$ cat src/rtl/srs_pkg.sv
package srs_pkg;
  typedef enum logic [2:0] {
    ST_IDLE   = 3'd0,
    ST_REQ_LO = 3'd1,
    ST_WT_LO  = 3'd2,
    ST_REQ_HI = 3'd3,
    ST_WT_HI  = 3'd4,
    ST_FIN    = 3'd5
  } scan_state_e;
endpackage

$ cat src/rtl/srs_index.sv
module srs_index #(
  parameter int unsigned ADDR_W   = 12,
  parameter int unsigned TOP_IDX  = 254,
  parameter int unsigned LOW_IDX  = 2,
  parameter int unsigned STRIDE   = 2
) (
  input  logic              clk,
  input  logic              rst_n,
  input  logic              ld_i,
  input  logic              dec_i,
  output logic [ADDR_W-1:0] idx_o,
  output logic              at_low_o
);
  localparam logic [ADDR_W-1:0] TopV  = ADDR_W'(TOP_IDX);
  localparam logic [ADDR_W-1:0] LowV  = ADDR_W'(LOW_IDX);
  localparam logic [ADDR_W-1:0] StepV = ADDR_W'(STRIDE);

  logic [ADDR_W-1:0] idx_q, idx_d;
  logic              idx_en;

  always_comb begin
    idx_en = ld_i | dec_i;
    idx_d  = idx_q;
    if (ld_i)       idx_d = TopV;
    else if (dec_i) idx_d = idx_q - StepV;
  end

  always_ff @(posedge clk or negedge rst_n) begin
    if (!rst_n)      idx_q <= '0;
    else if (idx_en) idx_q <= idx_d;
  end

  assign idx_o    = idx_q;
  assign at_low_o = (idx_q == LowV);

  // the index never steps below the floor
  p_no_underflow_r2: assert property (@(posedge clk) disable iff (!rst_n)
    dec_i |=> (idx_q >= LowV));
  p_even_slot_r1: assert property (@(posedge clk) disable iff (!rst_n)
    (ld_i || dec_i) |=> (idx_q[0] == 1'b0));
endmodule

$ cat src/rtl/srs_pair_eval.sv
module srs_pair_eval #(
  parameter int unsigned DATA_W = 32
) (
  input  logic              clk,
  input  logic              rst_n,
  input  logic              cap_lo_i,
  input  logic              clr_found_i,
  input  logic              set_found_i,
  input  logic [DATA_W-1:0] rd_data_i,
  output logic              match_o,
  output logic [DATA_W-1:0] lo_word_o,
  output logic              found_o
);
  logic [DATA_W-1:0] lo_q;
  logic              found_q, found_d, found_en;

  assign match_o = (lo_q == ~rd_data_i);

  always_ff @(posedge clk or negedge rst_n) begin
    if (!rst_n)        lo_q <= '0;
    else if (cap_lo_i) lo_q <= rd_data_i;
  end

  always_comb begin
    found_en = clr_found_i | set_found_i;
    found_d  = set_found_i;
  end

  always_ff @(posedge clk or negedge rst_n) begin
    if (!rst_n)        found_q <= 1'b0;
    else if (found_en) found_q <= found_d;
  end

  assign lo_word_o = lo_q;
  assign found_o   = found_q;

  // a set flag always sits beside a word that inverts the matching odd word
  p_found_pair_r5: assert property (@(posedge clk) disable iff (!rst_n)
    set_found_i |=> (found_q && lo_q == ~$past(rd_data_i)));
endmodule

$ cat src/rtl/srs_ctrl.sv
module srs_ctrl
  import srs_pkg::*;
(
  input  logic clk,
  input  logic rst_n,
  input  logic start_i,
  input  logic rd_done_i,
  input  logic match_i,
  input  logic at_low_i,
  output logic ld_idx_o,
  output logic dec_idx_o,
  output logic cap_lo_o,
  output logic set_found_o,
  output logic clr_found_o,
  output logic hi_sel_o,
  output logic rd_req_o,
  output logic busy_o,
  output logic done_o
);
  scan_state_e st_q, st_d;

  always_comb begin
    st_d        = st_q;
    ld_idx_o    = 1'b0;
    dec_idx_o   = 1'b0;
    cap_lo_o    = 1'b0;
    set_found_o = 1'b0;
    clr_found_o = 1'b0;
    unique case (st_q)
      ST_IDLE: if (start_i) begin
        ld_idx_o    = 1'b1;
        clr_found_o = 1'b1;
        st_d        = ST_REQ_LO;
      end
      ST_REQ_LO: st_d = ST_WT_LO;
      ST_WT_LO: if (rd_done_i) begin
        cap_lo_o = 1'b1;
        st_d     = ST_REQ_HI;
      end
      ST_REQ_HI: st_d = ST_WT_HI;
      ST_WT_HI: if (rd_done_i) begin
        if (match_i) begin
          set_found_o = 1'b1;
          st_d        = ST_FIN;
        end else if (at_low_i) begin
          st_d = ST_FIN;
        end else begin
          dec_idx_o = 1'b1;
          st_d      = ST_REQ_LO;
        end
      end
      ST_FIN:  st_d = ST_IDLE;
      default: st_d = ST_IDLE;
    endcase
  end

  always_ff @(posedge clk or negedge rst_n) begin
    if (!rst_n) st_q <= ST_IDLE;
    else        st_q <= st_d;
  end

  assign rd_req_o = (st_q == ST_REQ_LO) || (st_q == ST_REQ_HI);
  assign hi_sel_o = (st_q == ST_REQ_HI) || (st_q == ST_WT_HI);
  assign busy_o   = (st_q != ST_IDLE);
  assign done_o   = (st_q == ST_FIN);

  p_req_pulse_r9: assert property (@(posedge clk) disable iff (!rst_n)
    rd_req_o |=> !rd_req_o);
  p_wait_done_r9: assert property (@(posedge clk) disable iff (!rst_n)
    ((st_q == ST_WT_LO || st_q == ST_WT_HI) && !rd_done_i) |=> !rd_req_o);
  p_done_pulse_r7: assert property (@(posedge clk) disable iff (!rst_n)
    done_o |=> !done_o);
  p_start_ignored_r8: assert property (@(posedge clk) disable iff (!rst_n)
    (busy_o && !done_o && start_i) |=> busy_o);
endmodule

$ cat src/rtl/serial_pair_scan.sv
module serial_pair_scan #(
  parameter int unsigned DATA_W  = 32,
  parameter int unsigned ADDR_W  = 12,
  parameter int unsigned TOP_IDX = 254,
  parameter int unsigned LOW_IDX = 2
) (
  input  logic              clk,
  input  logic              rst_n,
  input  logic              start_i,
  output logic              rd_req_o,
  output logic [ADDR_W-1:0] rd_addr_o,
  input  logic              rd_done_i,
  input  logic [DATA_W-1:0] rd_data_i,
  output logic              busy_o,
  output logic              done_o,
  output logic              found_o,
  output logic [DATA_W-1:0] serial_o
);
  localparam int unsigned PairStride = 2;

  logic              ld_idx, dec_idx, cap_lo, set_found, clr_found, hi_sel;
  logic              match, at_low;
  logic [ADDR_W-1:0] idx;

  srs_ctrl u_ctrl (
    .clk         (clk),
    .rst_n       (rst_n),
    .start_i     (start_i),
    .rd_done_i   (rd_done_i),
    .match_i     (match),
    .at_low_i    (at_low),
    .ld_idx_o    (ld_idx),
    .dec_idx_o   (dec_idx),
    .cap_lo_o    (cap_lo),
    .set_found_o (set_found),
    .clr_found_o (clr_found),
    .hi_sel_o    (hi_sel),
    .rd_req_o    (rd_req_o),
    .busy_o      (busy_o),
    .done_o      (done_o)
  );

  srs_index #(
    .ADDR_W  (ADDR_W),
    .TOP_IDX (TOP_IDX),
    .LOW_IDX (LOW_IDX),
    .STRIDE  (PairStride)
  ) u_index (
    .clk      (clk),
    .rst_n    (rst_n),
    .ld_i     (ld_idx),
    .dec_i    (dec_idx),
    .idx_o    (idx),
    .at_low_o (at_low)
  );

  srs_pair_eval #(
    .DATA_W (DATA_W)
  ) u_eval (
    .clk         (clk),
    .rst_n       (rst_n),
    .cap_lo_i    (cap_lo),
    .clr_found_i (clr_found),
    .set_found_i (set_found),
    .rd_data_i   (rd_data_i),
    .match_o     (match),
    .lo_word_o   (serial_o),
    .found_o     (found_o)
  );

  assign rd_addr_o = {idx[ADDR_W-1:1], hi_sel};

  p_addr_hold_r3: assert property (@(posedge clk) disable iff (!rst_n)
    (busy_o && !rd_req_o && !done_o && !rd_done_i && !$rose(busy_o)) |=> $stable(rd_addr_o));
  p_never_zero_r2: assert property (@(posedge clk) disable iff (!rst_n)
    rd_req_o |-> (rd_addr_o >= ADDR_W'(LOW_IDX)));
endmodule

$ cat config.mk
export PLATFORM = sky130hd
export DESIGN_NAME = serial_pair_scan
export DESIGN_NICKNAME = d
export VERILOG_FILES = /design/src/rtl/srs_pkg.sv /design/src/rtl/srs_index.sv /design/src/rtl/srs_pair_eval.sv /design/src/rtl/srs_ctrl.sv /design/src/rtl/serial_pair_scan.sv
export SDC_FILE = /design/constraint.sdc
export NUM_CORES = 1
export LEC_CHECK = 0
export CAP_MARGIN = 20
export CELL_PAD_IN_SITES_DETAIL_PLACEMENT = 0
export CELL_PAD_IN_SITES_GLOBAL_PLACEMENT = 1
export CORE_ASPECT_RATIO = 0.7
export CORE_UTILIZATION = 35
export DETAILED_ROUTE_END_ITERATION = 10
export PLACE_DENSITY_LB_ADDON = 0.3
export SETUP_SLACK_MARGIN = 0.2
export SKIP_LAST_GASP = 1
export SYNTH_ARGS = -nofsm -noshare
export SYNTH_HDL_FRONTEND = slang
export SYNTH_SLANG_ARGS = --single-unit
$ cat constraint.sdc
create_clock -name clk -period 2.3 [get_ports clk]
set_input_delay 0.46 -clock clk [delete_from_list [all_inputs] [get_ports clk]]
set_output_delay 0.46 -clock clk [all_outputs]
set_load 0.01 [all_outputs]
; Word level (Yosys, flattened, before mapping)
; Index checks and enable logic that the tools add are counted.
[op_classes]
add_sub_neg = 1
eq_ne = 10
muxes = 19
n_bitwise = 3
n_reduce_logical = 7
[ops]
columns = operator, count
row1 = 32-bit equality test, 1
row2 = 32-bit NOT, 1
row3 = 12-bit two-way mux, 2
row4 = 3-bit two-way mux, 5
row5 = 3-bit case mux with 5 select lines, 1
row6 = "12-bit by 2-bit equality test with 1-bit output, second input constant", 1
row7 = "12-bit by 2-bit subtractor with 12-bit output, second input constant", 1
row8 = 1-bit two-way mux, 11
row9 = "3-bit by 2-bit equality test with 1-bit output, second input constant", 2
row10 = "3-bit equality test, second input constant", 2
row11 = "2-bit != test, second input constant", 3
row12 = "3-bit by 1-bit equality test with 1-bit output, second input constant", 1
row13 = 3-bit zero test, 1
row14 = 3-bit AND reduction, 1
row15 = 3-bit nonzero test, 1
row16 = 1-bit logical OR, 2
row17 = 1-bit bitwise OR, 2
row18 = 2-bit AND reduction, 1
row19 = 2-bit nonzero test, 1
[word_totals]
ff_bits = 48
elab_cells = 44

; Longest topological paths before layout
; Gate-level depths: netlist of run 1.
[depth]
depth_word = 7
mapped_depth = 7
mapped_depth_nobuf = 7

; By module
; A second synthesis of run 1 with hierarchy kept.
[unflattened]
cells_unflattened = 203
area_unflattened_um2 = 2434.8
[modules_own_cells]
columns = mod, n_inst, cells_each, area_each_um2, seq_area_each_um2
row1 = srs_pair_eval, 1, 114, 1571.5, 825.8
row2 = srs_index, 1, 60, 611.8, 275.3
row3 = srs_ctrl, 1, 28, 244.0, 75.1
row4 = serial_pair_scan, 1, 1, 7.5, 0.0

; Worst setup path after synthesis of run 1
; OpenSTA, ideal clock, no wires.
[synth_path]
kind = register -> register
from = register u_index.idx_q[8], in the netlist u_index.idx_o[8]
to = register u_index.idx_q[11], in the netlist u_index.idx_o[11]
setup_time_ps = 77
arrival_time_ps = 1664
required_ps = 2223
path_slack_ps = 558
stages_incl_launch_ff = 6
n_path_buf = 0
path_cell_list = dfrtp_1 -> or4_4 -> nor2_4 -> nand2_1 -> or4_1 -> a21oi_1
[synth_via]
elab_chain_len = 7
word_cells_on_any_way = 11
cone_classes = add/sub: 1 / eq/ne: 1 / mux: 6 / bitwise: 1 / reduce/logical: 2
[synth_lines]
columns = element, line
row1 = "start, declared", srs_index.sv:18  ; logic [ADDR_W-1:0] idx_q, idx_d;
row2 = "start signal, assigned", srs_index.sv:30  ; else if (idx_en) idx_q <= idx_d;
row3 = 12-bit by 2-bit equality test with 1-bit output, srs_index.sv:34  ; assign at_low_o = (idx_q == LowV);
row4 = 1-bit two-way mux, srs_ctrl.sv:45  ; end else if (at_low_i) begin
row5 = 1-bit two-way mux, srs_ctrl.sv:42  ; if (match_i) begin
row6 = 1-bit two-way mux, srs_ctrl.sv:41  ; ST_WT_HI: if (rd_done_i) begin
row7 = 1-bit two-way mux, srs_ctrl.sv:29  ; unique case (st_q)
row8 = 2-bit nonzero test (no line) / 1-bit bitwise OR (equally long branches), n/a
row9 = 2-bit AND reduction (no line), n/a
; Several ways; a longest one is shown, not always the timed one. The select of a mux whose other input is x is not followed.
; A chain may end at the register's enable or synchronous reset.

; Final worst setup path of run 1
[layout_path]
from = register u_ctrl.st_q[2]
to = output busy_o
[layout_via]
elab_chain_len = 1
[layout_lines]
columns = element, line
row1 = "start, declared", srs_ctrl.sv:20  ; scan_state_e st_q, st_d;
row2 = "start signal, assigned", srs_ctrl.sv:59  ; else st_q <= st_d;
row3 = 3-bit nonzero test, srs_ctrl.sv:64  ; assign busy_o = (st_q != ST_IDLE);
row4 = "end, declared", serial_pair_scan.sv:14  ; output logic busy_o,
; Every way passes these cells.

==> results.txt, run 1 <==
- The flow ran to the end, and the final reports show no timing, DRC or antenna violations.
- The initial utilization of the core area, before any placement, comes to 0.373.
- Aggregate global routing overflow: 0
- The placed instances occupy a cell area of 3370 um2.
- Of the total power, the share spent switching nets is 0.330.
- Share of flip-flops with an asynchronous set or reset: 1.00
- Area of the die: 7180 um2
- STA classifies the critical path startpoint as a flip-flop.
* Final Skew: 0.0101 ns
- Summed over all nets, the half-perimeter wirelength after detailed placement is 4050 um.
* Cell Int Power: 2.59 mW
- The critical path goes through or3_1 -> clkdlybuf4s50_1.
* Sequential element share of the synthesized area: 0.491
- Part of the power in the clock network: 0.123
- The hold violation total from the final report came to 0.
* Number of global-route vias before repair: 1780
* Max-slew violations: 0
- Cell count of the worst reg-to-reg path: 7
- Worst Tran Pin Value: 0.437 ns
- Dividing the detail-routed via count by the number of cells gives 4.70.
- Setup slack on the worst reg-to-reg path comes out at 0.47 ns.
* Final standard cell utilization of the core: 0.543
- Via count: 1822
- Of the total power, combinational logic draws 0.502.
* Highest clock frequency the design can meet: 495 MHz
- In this run the vertical extent of the chip is 71.2 um.
- Number of standard cells after synthesis: 204
* Fin crit period: 2.02 ns
* Post-Synthesis Net Count: 241
* Number of input and output port buffers inserted: 83
- The first global-routing pass estimated 8870 um of wire.
- Chip width: 101 um
- The first detailed-routing pass took 4 iterations.
- Deepest clock path buffer count: 2
- Count of unique library cells instantiated by Yosys: 37
- Number of flops mapped to enable cells by yosys: 0
- TritonCTS built the clock tree.
- Post-Syn Area per Cell: 11.7 um2
- Detailed-route wire length per cell: 13.9 um
- In this run the power spent charging and discharging nets is 1.28 mW.
- After the last flow step, the layout net total stands at 333.
- On the critical path, the stage with the largest delay is an instance of clkdlybuf4s50_1.
- At the later pin of the worst-skew pair, clock insertion delay measures 0.30 ns.
- Ant diodes: 0
- Final worst setup slack: 0.279 ns
* Master cell of the clock root buffer: clkbuf_8
* Unrepaired setup endpoints after global routing: false
- Cell family with most CP delay: buffers and inverters
- The congestion estimate from routability-driven global placement came to 0.770.
- In the global route stage, overall resource usage came out at 0.160.
- In this run the tightest slew margin relative to its limit is 0.709.
* Maximum Capacitance Violations: 0
- Row Count: 24
- Maximum resistive drop on vdd: 569 uV
- STA puts the critical path data arrival time at 1.56 ns.
- Setup slack after placement: -0.0464 ns
* Top FF cell, synth: dfrtp_1
* Area of all placed cells without fillers: 3490 um2
- Standby leakage power: 1.34 nW
- Share of final-layout standard cells stronger than drive strength 1: 0.205
- The initial antenna violation count came to 0.
- Counting the buffers created by CTS gives 5.
* Drc violations: 0
- Entering global routing, the biggest net connects 33 pins.
- Number of primary I/O pins: 84
- Of all nets on the critical path, the largest fanout is 4.
- In this run, synthesis produced a sequential element count of 47.
* Reg-to-Reg End: u_index.idx_o[9]
* Total wire length after detailed routing: 5390 um
* Buffering stage count on the worst path with inverters included: 1
- Startpoint of the worst register-to-register path: u_index.idx_o[1]
- The region available for standard cell placement spans 6430 um2.
- The Yosys step of the flow raised 0 warnings.
- CTS built an H-tree with a depth of 2.
- Power Density: 1110 nW/um2
* Area overhead of the layout relative to synthesis: 45.8%
- Buffers inserted to repair hold after CTS numbered 0.
* Number of routed nets with antenna violations: 0
- Required time at the worst-slack endpoint: 1.84 ns
* Critical path class: reg2out
- Crit. End Element: output port
* Clock-pin transition on the worst setup and hold timing paths: 0.08 ns
- In the finished design, the share of the clock period the worst path needs comes to 0.879.
* CP max stage delay: 0.49 ns
- Clk sinks: 47
* Final setup viols: 0
* Worst hold-check path type: in2async
* Sequential Power Share: 0.375
- DR iter-0 viols: 49
- Mapped Area: 2390 um2
routing by layer:
| metal | part of all wire | GRT usage | wire, um | up-vias |
|---|---|---|---|---|
| li1 | - | - | - | 907 |
| met1 | 0.50 | 0.238 | 2710 | 866 |
| met2 | 0.44 | 0.235 | 2370 | 45 |
| met3 | 0.048 | 0.0375 | 260 | 4 |
| met4 | 0.0082 | 0.0386 | 44 | 0 |
| met5 | 0 | 0 | 0 | - |
Yosys cell counts (4+ instances only):
library cell / number / area share
o31ai_1: 4 / 0.013
nor2_1: 9 / 0.014
xnor2_1: 33 / 0.12
mux2_2: 30 / 0.14
mux2i_1: 4 / 0.017
inv_1: 5 / 0.0078
nor4_1: 12 / 0.031
nand2_1: 8 / 0.013
or4_1: 4 / 0.013
dfrtp_1: 47 / 0.49
a21oi_1: 5 / 0.010
timing repair:
item | 4_1_cts | 5_1_grt
endpoints found under the setup margin | 3 | 2
buffers inserted | 3 | 1
gates resized for setup | 3 | 3
pin swaps | 1 | 0
worst reg2reg max path: stages, from the launching register on:
cell	delay [ns]
dfrtp_1	0.43
inv_1	0.09
ha_1	0.17
nand2b_1	0.10
nor3_1	0.19
nand2_1	0.11
or4_1	0.50
a21oi_1	0.17
final cells by class:
cell class	instances	area [um2]
Tap cell	91	114
Fill cell	578	2930
Timing Repair Buffer	92	933
Clock buffer	7	76.3
Multi-Input combinational cell	145	1160
Sequential cell	47	1180
Inverter	5	18.8
Clock inverter	1	5.00
metrics by stage:
stage | cells | TNS (ns) | power [mW] | hold WS (ns)
after floorplan | 204 | 0 | 2.46 | 0.164
after global placement | 376 | -0.0231 | 3.36 | 0.428
after detailed placement | 376 | -0.0778 | 3.38 | 0.424
after CTS | 387 | 0 | 3.90 | 0.103
after global routing | 388 | 0 | 4.14 | 0.108
final | 388 | 0 | 3.87 | 0.0981
sequential cells by signal (all words and copies together), names as in the netlist:
name and count:
u_eval.lo_word_o 32, u_index.idx_o 11, u_ctrl.st_q 3, u_eval.found_o 1
kinds of logic after synthesis:
kind of cell	synth area share
AND/OR/NAND/NOR	0.143
flip-flops	0.491
multiplexers	0.167
XOR/XNOR	0.121
AO/OA/AOI/OAI	0.0449
buffers and inverters	0.0282
adder cells (fa/ha/maj)	0.00522
cells in the final DEF, fill, tap and decap left out, types with 3 or more instances in the layout:
cell type,n
or4_1,4
inv_1,5
dfrtp_1,44
o21ai_0,3
o31ai_1,4
dfrtp_2,3
buf_4,6
mux2_2,30
clkbuf_8,5
nand3_1,3
nor4_1,11
mux2i_1,4
buf_12,3
nand2_1,8
xnor2_1,33
nor2_1,9
or3_1,3
a21oi_1,5
clkdlybuf4s50_1,81
worst max path at each step:
stage | startpoint | endpoint | slack (ns) | depth (start not counted)
finish | u_ctrl.st_q[2] | busy_o | 0.28 | 2
global route | u_ctrl.st_q[2] | busy_o | 0.22 | 2
CTS | u_ctrl.st_q[1] | rd_addr_o[0] | 0.20 | 3
detailed placement | rd_data_i[28] | u_index.idx_o[7] | -0.05 | 8
global placement | rd_data_i[28] | u_index.idx_o[7] | -0.02 | 8
floorplan | u_index.idx_o[8] | u_index.idx_o[11] | 0.56 | 5
power by group through the flow:
stage                     clock network (mW)  logic [mW]  registers, mW
after floorplan                            0       0.893           1.57
after global placement                     0        1.88           1.48
after detailed placement                   0        1.89           1.49
after CTS                              0.495        1.95           1.46
after global routing                   0.540        2.08           1.51
final                                  0.477        1.95           1.45
Note: power is estimated with default switching activity, not from simulation.
==> run 2, diff against run 1 <==
--- a/config.mk
+++ b/config.mk
@@ -17,3 +17,4 @@
 export SYNTH_ARGS = -nofsm -noshare
 export SYNTH_HDL_FRONTEND = slang
 export SYNTH_SLANG_ARGS = --single-unit
+export TNS_END_PERCENT = 50
==> run 2 against run 1 <==
Against the previous run: utilization is 0.097 points lower; cell area is 0.18% lower; critical path type is now in2reg; register-to-register slack hardly changed.
==> results.txt, run 2 (synthesized netlist as in run 1, its figures left out) <==
- Status: completed (unchanged).
* Vias per cell: 4.69 (was 4.70)
- The final non-filler cell area is 3490 um2 (about the same).
- Largest fanout of any net on the critical path: 18 (was 4)
- The minimum setup slack in the final design is 0.277 ns (was 0.279 ns).
* Filler cells: 577 (was 578)
* Overall fraction of global-route tracks in use: 0.160 (unchanged)
- The worst setup slack before clock tree synthesis was -0.0464 ns (unchanged).
* Core Area: 6430 um2 (unchanged)
- The total via count after detailed routing came to 1821 (was 1822).
* Number of gates on the worst path with buffers counted: 8 (was 2)
- The hold violation total from the final report was 0 (unchanged).
* Required time at the worst-slack endpoint: 2.47 ns (was 1.84 ns)
- The delay of the slowest cell on the worst path came to 0.44 ns (was 0.49 ns).
* Unrepaired setup endpoints after global routing: true (was false)
* Share of final-layout standard cells stronger than drive strength 1: 0.202 (was 0.205)
- The final antenna-violating net count came to 0 (unchanged).
- The critical setup path kind is in2reg (was reg2out).
- Reg-to-Reg End: u_index.idx_o[9] (unchanged)
* Power Density: 1110 nW/um2 (about the same)
- The effective utilization at floorplan was 0.373 (unchanged).
* Most frequent cells in the layout: 81 x clkdlybuf4s50_1, 44 x dfrtp_1, 33 x xnor2_1, 30 x mux2_2, 12 x nor4_1 (was 81 x clkdlybuf4s50_1, 44 x dfrtp_1, 33 x xnor2_1, 30 x mux2_2, 11 x nor4_1)
- Number of global-route vias before repair: 1780 (unchanged)
- Footprint of the multi-input gates: 1160 um2 (about the same)
* Clock-pin transition on the worst setup and hold timing paths: 0.08 ns (about the same)
* Max-slew violations: 0 (unchanged)
- Worst Tran Pin Value: 0.438 ns (was 0.437 ns)
- Flop2flop setup slack: 0.47 ns (about the same)
* DR iter-0 viols: 49 (unchanged)
* Fin nets: 333 (unchanged)
- Highest clock frequency the design can meet: 494 MHz (was 495 MHz)
* Area overhead of the layout relative to synthesis: 45.6% (was 45.8%)
- The number of iterations in the first detailed-routing pass is 4 (unchanged).
* Cell count of the worst reg-to-reg path: 7 (unchanged)
- The final weighted congestion in routability-driven placement was 0.770 (unchanged).
- Ant diodes: 0 (unchanged)
- Final Skew: 0.0101 ns (about the same)
- The maximum buffer depth of the clock tree is 2 (unchanged).
- The capturing element of the worst setup path was u_index.idx_o[7] (was busy_o).
- The beginning of the critical path was rd_data_i[28] (was u_ctrl.st_q[2]).
- Area of the die: 7180 um2 (unchanged)
- Die span in y: 71.2 um (unchanged)
* Fin crit period: 2.02 ns (about the same)
- The static leakage came to 1.34 nW (about the same).
- Slowest cell on the critical path: clkdlybuf4s50_1 (unchanged)
- Number of antenna violations at the first check in global routing: 0 (unchanged)
- The cell type group with the largest total delay on the critical path was simple AND/OR/NAND/NOR gates (was buffers and inverters).
- The post-route DRC violation count came to 0 (unchanged).
- The clock sink total is 47 (unchanged).
* Total number of H-tree levels: 2 (unchanged)
- Number of input and output port buffers inserted: 83 (unchanged)
- Final setup viols: 0 (unchanged)
- Maximum Capacitance Violations: 0 (unchanged)
- Total wire length after detailed routing: 5390 um (about the same)
* Latest clock arrival within the worst-skew pair: 0.29 ns (was 0.30 ns)
- Max FFs per register: 32 (unchanged)
- The half-perimeter wire length after placement is 4050 um (unchanged).
- The leading cell type in the layout, fill and taps excluded is clkdlybuf4s50_1 (unchanged).
- The startpoint type of the worst setup path is an input port (was flip-flop).
* TritonCTS buffer count: 5 (unchanged)
- The maximum number of pins on one net before global-route repair was 33 (unchanged).
- TritonCTS clock tree: yes (unchanged)
- Worst path cell trace: clkdlybuf4s50_1 -> xnor2_1 -> nor4_1 -> nand4_1 -> nor2_2 -> buf_12 -> o31a_1 -> o21ai_0 (was or3_1 -> clkdlybuf4s50_1)
* Aggregate global routing overflow: 0 (unchanged)
- Crit. End Element: flip-flop (was output port)
- Hold bufs inserted after CTS: 0 (unchanged)
* Sequential Area: 1180 um2 (unchanged)
- Row Count: 24 (unchanged)
- Buffering stage count on the worst path with inverters included: 2 (was 1)
- The cell area reported after detailed placement came to 3370 um2 (unchanged).
- The post-layout total power is 3.86 mW (was 3.87 mW).
- Ratio of final minimum period to clock period: 0.879 (about the same)
- The wire length of the first global-routing pass came to 8870 um (unchanged).
* Maximum resistive drop on vdd: 569 uV (about the same)
- Detailed-route wire length per cell: 13.9 um (about the same)
- Worst endpoint data arrival time: 2.19 ns (was 1.56 ns)
- The relative slew slack was 0.708 (was 0.709).
- The beginning of the worst register-to-register path was u_index.idx_o[1] (unchanged).
- Chip width: 101 um (unchanged)
* Worst hold-check path type: in2async (unchanged)
- Master cell of the clock root buffer: clkbuf_8 (unchanged)
- The boundary pin count was 84 (unchanged).
==> run 2: cell count changes in the layout (fill, tap and decap cells not counted) <==
cell	before	now
nor4_1	11	12
nor4_2	1	0
==> run 2: what timing repair did <==
item	in CTS	in global routing
setup endpoints to repair	3	2
pin swaps	1	0
buffers inserted	3	1
gates cloned	0	0
resized for setup	3	2
==> run 2: per-stage QoR <==
step,TNS (ns),util,hold slack [ns],cells
after CTS,0,0.540,0.103,387
after global placement,-0.0231,0.524,0.428,376
after global routing,0,0.542,0.108,388
after floorplan,0,-,0.164,204
after detailed placement,-0.0778,0.524,0.424,376
final,0,0.542,0.0996,388
==> run 2: worst min path at each step <==
stage               startpoint              endpoint  slack (ns)  cells after the start
floorplan                rst_n        u_ctrl.st_q[0]        0.16                      0
global placement         rst_n  u_eval.lo_word_o[21]        0.43                      1
detailed placement       rst_n  u_eval.lo_word_o[21]        0.42                      1
CTS                      rst_n  u_eval.lo_word_o[21]        0.10                      1
global route             rst_n  u_eval.lo_word_o[21]        0.11                      1
finish                   rst_n   u_eval.lo_word_o[7]         0.1                      1
==> run 2: where the power goes <==
group          internal (mW)  leakage, nW  switching (mW)
Clock                  0.214       0.0422           0.263
Sequential              1.16        0.545           0.294
Combinational           1.22        0.748           0.715
Total                   2.59         1.34            1.27
==> run 2: final cells by class <==
cell class / instances / area share
clock buffer: 7 / 0.0219
clock inverter: 1 / 0.00144
inverter: 5 / 0.00538
multi-input combinational: 145 / 0.332
sequential: 47 / 0.338
tap: 91 / 0.0327
timing repair buffer: 92 / 0.268
==> run 2: layer usage <==
layer  GRT usage  vias to the layer above  wire (um)
met2       0.235                       45       2370
met5           0                        -          0
met3      0.0375                        4        261
met1       0.238                      865       2720
li1            -                      907          -
met4      0.0386                        0         42
==> run 2: worst reg2reg max path: cells and delay by family, from the launching register on <==
| kind | cells | cell delay, ns |
|---|---|---|
| fa+ha+maj | 1 | 0.17 |
| flops | 1 | 0.43 |
| simple gates | 4 | 0.90 |
| compound gates | 1 | 0.17 |
| buf+inv | 1 | 0.09 |
==> run 3, diff against run 2 <==
==> constraint.sdc (replaced) <==
create_clock -name clk -period 2.19 [get_ports clk]
set_input_delay 0.438 -clock clk [delete_from_list [all_inputs] [get_ports clk]]
set_output_delay 0.438 -clock clk [all_outputs]
set_load 0.01 [all_outputs]
==> run 3 against run 2 <==
Against the previous run: count of clock-buffer cells in the layout down 1; utilization up 0.92 points; sequential share of layout area down 0.56 points; flip-flop and latch count unchanged; clock skew down 0.00073 ns; largest cell class is now multi-input gates; non-clock buffer count up 3; final cell count up 0.26%; routed wire length up 5.5%; clock power up 4.2%; via count up 2.7%; sequential power up 6%; combinational power up 8%.
==> results.txt, run 3 (synthesized netlist as in run 1, its figures left out) <==
- Status: completed (unchanged)
- The count of input and output buffers was 83 (unchanged).
- The routed length per instance was 14.6 um (was 13.9 um).
- The number of filler cells placed in the layout is 591 (was 577).
- Startpoint of the worst register-to-register path: u_index.idx_o[8] (was u_index.idx_o[1])
* Aggregate global routing overflow: 0 (unchanged)
* Chip width: 101 um (unchanged)
* Maximum resistive drop on vdd: 546 uV (was 569 uV)
- Power Density: 1160 nW/um2 (was 1110 nW/um2)
- Number of antenna violations at the first check in global routing: 0 (unchanged)
* Latest clock arrival within the worst-skew pair: 0.29 ns (about the same)
* Total number of H-tree levels: 2 (unchanged)
- Unrepaired setup endpoints after global routing: true (unchanged)
- The overall die area is 7180 um2 (unchanged).
* Area overhead of the layout relative to synthesis: 48.0% (was 45.6%)
* Max-slew violations: 0 (unchanged)
- Of the available clock period, the critical path in the final layout requires 0.907.
* Vias per cell: 4.81 (was 4.69)
* Row Count: 24 (unchanged)
* Starting utilization of the core area: 0.373 (unchanged)
* Overall fraction of global-route tracks in use: 0.166 (was 0.160)
- The final non-filler cell area came to 3540 um2 (was 3490 um2).
- The relative slew slack is 0.612 (was 0.708).
- The TritonCTS clock tree is yes (unchanged).
- The maximum buffer depth of the clock tree is 2 (unchanged).
* HPWL after detailed placement: 4120 um (was 4050 um)
- The multi-input combinational cell area is 1200 um2 (was 1160 um2).
* Most common cell after layout, fill and taps aside: clkdlybuf4s50_1 (unchanged)
* Cell count of the worst reg-to-reg path: 5 (was 7)
- Last weighted congestion value of the routability-driven placer: 0.759 (was 0.770)
* Critical path class: in2reg (unchanged)
* Worst hold-check path type: in2async (unchanged)
* Total wire length after detailed routing: 5690 um (was 5390 um)
- Final setup viols: 0 (unchanged)
* Final standard cell utilization of the core: 0.552 (was 0.542)
* Clk sinks: 47 (unchanged)
* Max FFs per register: 32 (unchanged)
- The root cell of the clock tree was clkbuf_8 (unchanged).
- Worst Tran Pin Value: 0.578 ns (was 0.438 ns)
- Maximum Capacitance Violations: 0 (unchanged)
* Flop2flop setup slack: 0.34 ns (was 0.47 ns)
- Sequential Area: 1180 um2 (unchanged)
- Required time at the worst-slack endpoint: 2.42 ns (was 2.47 ns)
* Drc violations: 0 (unchanged)
- The core region area came to 6430 um2 (unchanged).
- TritonCTS buffer count: 5 (unchanged)
- Largest fanout of any net on the critical path: 18 (unchanged)
- Number of routed nets with antenna violations: 0 (unchanged)
* Worst endpoint data arrival time: 2.22 ns (was 2.19 ns)
- The boundary pin count came to 84 (unchanged).
* Die span in y: 71.2 um (unchanged)
* Total cell area at the placement stage: 3370 um2 (about the same)
- Number of global-route vias before repair: 1836 (was 1780)
- The layout cell share with drive strength beyond 1 came to 0.235 (was 0.202).
- Clock-pin transition on the worst setup and hold timing paths: 0.09 ns (was 0.08 ns)
* Ant diodes: 0 (unchanged)
- Standby leakage power: 1.38 nW (was 1.34 nW)
- The smallest clock period supported by the final layout is computed as 1.99 ns.
- Fin nets: 336 (was 333)
- The total via count after detailed routing was 1870 (was 1821).
- Static timing analysis puts the maximum clock frequency at 503 MHz.
- Reg-to-Reg End: u_index.idx_o[11] (was u_index.idx_o[9])
- The maximum number of pins on one net before global-route repair was 33 (unchanged).
- Global-route wire length before repair: 9170 um (was 8870 um)
- The final-layout setup total negative slack was 0 ns (unchanged).
* Final Skew: 0.00940 ns (was 0.0101 ns)
- Critical Path Start Type: input port (unchanged)
- DR iter-0 viols: 41 (was 49)
- The number of iterations in the first detailed-routing pass was 4 (unchanged).
- The hold violation total from the final report came to 0 (unchanged).
- Most frequent cells in the layout: 76 x clkdlybuf4s50_1, 44 x dfrtp_1, 33 x xnor2_1, 30 x mux2_2 (was 81 x clkdlybuf4s50_1, 44 x dfrtp_1, 33 x xnor2_1, 30 x mux2_2, 12 x nor4_1).
- The endpoint class of the critical path is a flip-flop (unchanged).
==> run 3: how the worst max path moves through the flow <==
| stage | end | slack, ns | from |
|---|---|---|---|
| floorplan | u_index.idx_o[11] | 0.45 | u_index.idx_o[8] |
| global placement | u_index.idx_o[11] | -0.15 | rd_data_i[9] |
| detailed placement | u_index.idx_o[8] | -0.14 | rd_data_i[9] |
| CTS | u_index.idx_o[11] | 0.17 | rd_data_i[9] |
| global route | u_index.idx_o[11] | 0.18 | rd_data_i[10] |
| finish | u_index.idx_o[11] | 0.20 | rd_data_i[10] |
==> run 3: what timing repair did <==
item | 4_1_cts | 5_1_grt
pin swaps | 1 | 5
endpoints found under the setup margin | 8 | 13
gates cloned | 0 | 0
gates resized for setup | 6 | 12
hold buffers | 0 | 0
buffers inserted | 6 | 0
==> run 3: area by class of cell <==
cell class                 instances  share of cell area
sequential                        47               0.333
multi-input combinational        145               0.338
clock buffer                       6              0.0205
tap                               91              0.0321
timing repair buffer              95               0.271
inverter                           5             0.00529
==> run 3: stage by stage <==
stage / total power, mW / hold slack [ns] / cells / setup slack [ns]
after floorplan: 2.59 / 0.142 / 204 / 0.448
after global placement: 3.54 / 0.419 / 377 / -0.146
after detailed placement: 3.56 / 0.415 / 377 / -0.142
after CTS: 4.12 / 0.0880 / 389 / 0.166
after global routing: 4.39 / 0.106 / 389 / 0.176
final: 4.13 / 0.0836 / 389 / 0.203
==> run 3: layer usage <==
metal / wire length, um / track usage / share of wire / vias up
met5: 0 / 0 / 0 / -
met4: 62 / 0.0499 / 0.011 / 0
met3: 234 / 0.0326 / 0.041 / 4
met2: 2500 / 0.253 / 0.44 / 45
met1: 2900 / 0.238 / 0.51 / 911
li1: - / - / - / 910
==> run 3: worst max-delay path, stage by stage <==
cell and delay [ns]:
clkdlybuf4s50_1 0.49, xnor2_1 0.12, nor4_1 0.07, buf_4 0.13
nand4_1 0.13, nor2_2 0.07, buf_12 0.15, or4_1 0.49
a21oi_2 0.13
==> run 3: power by group <==
group | leakage (nW) | internal (mW) | switching, mW
clock | 0.0371 | 0.214 | 0.283
sequential | 0.545 | 1.22 | 0.318
combinational | 0.801 | 1.30 | 0.797
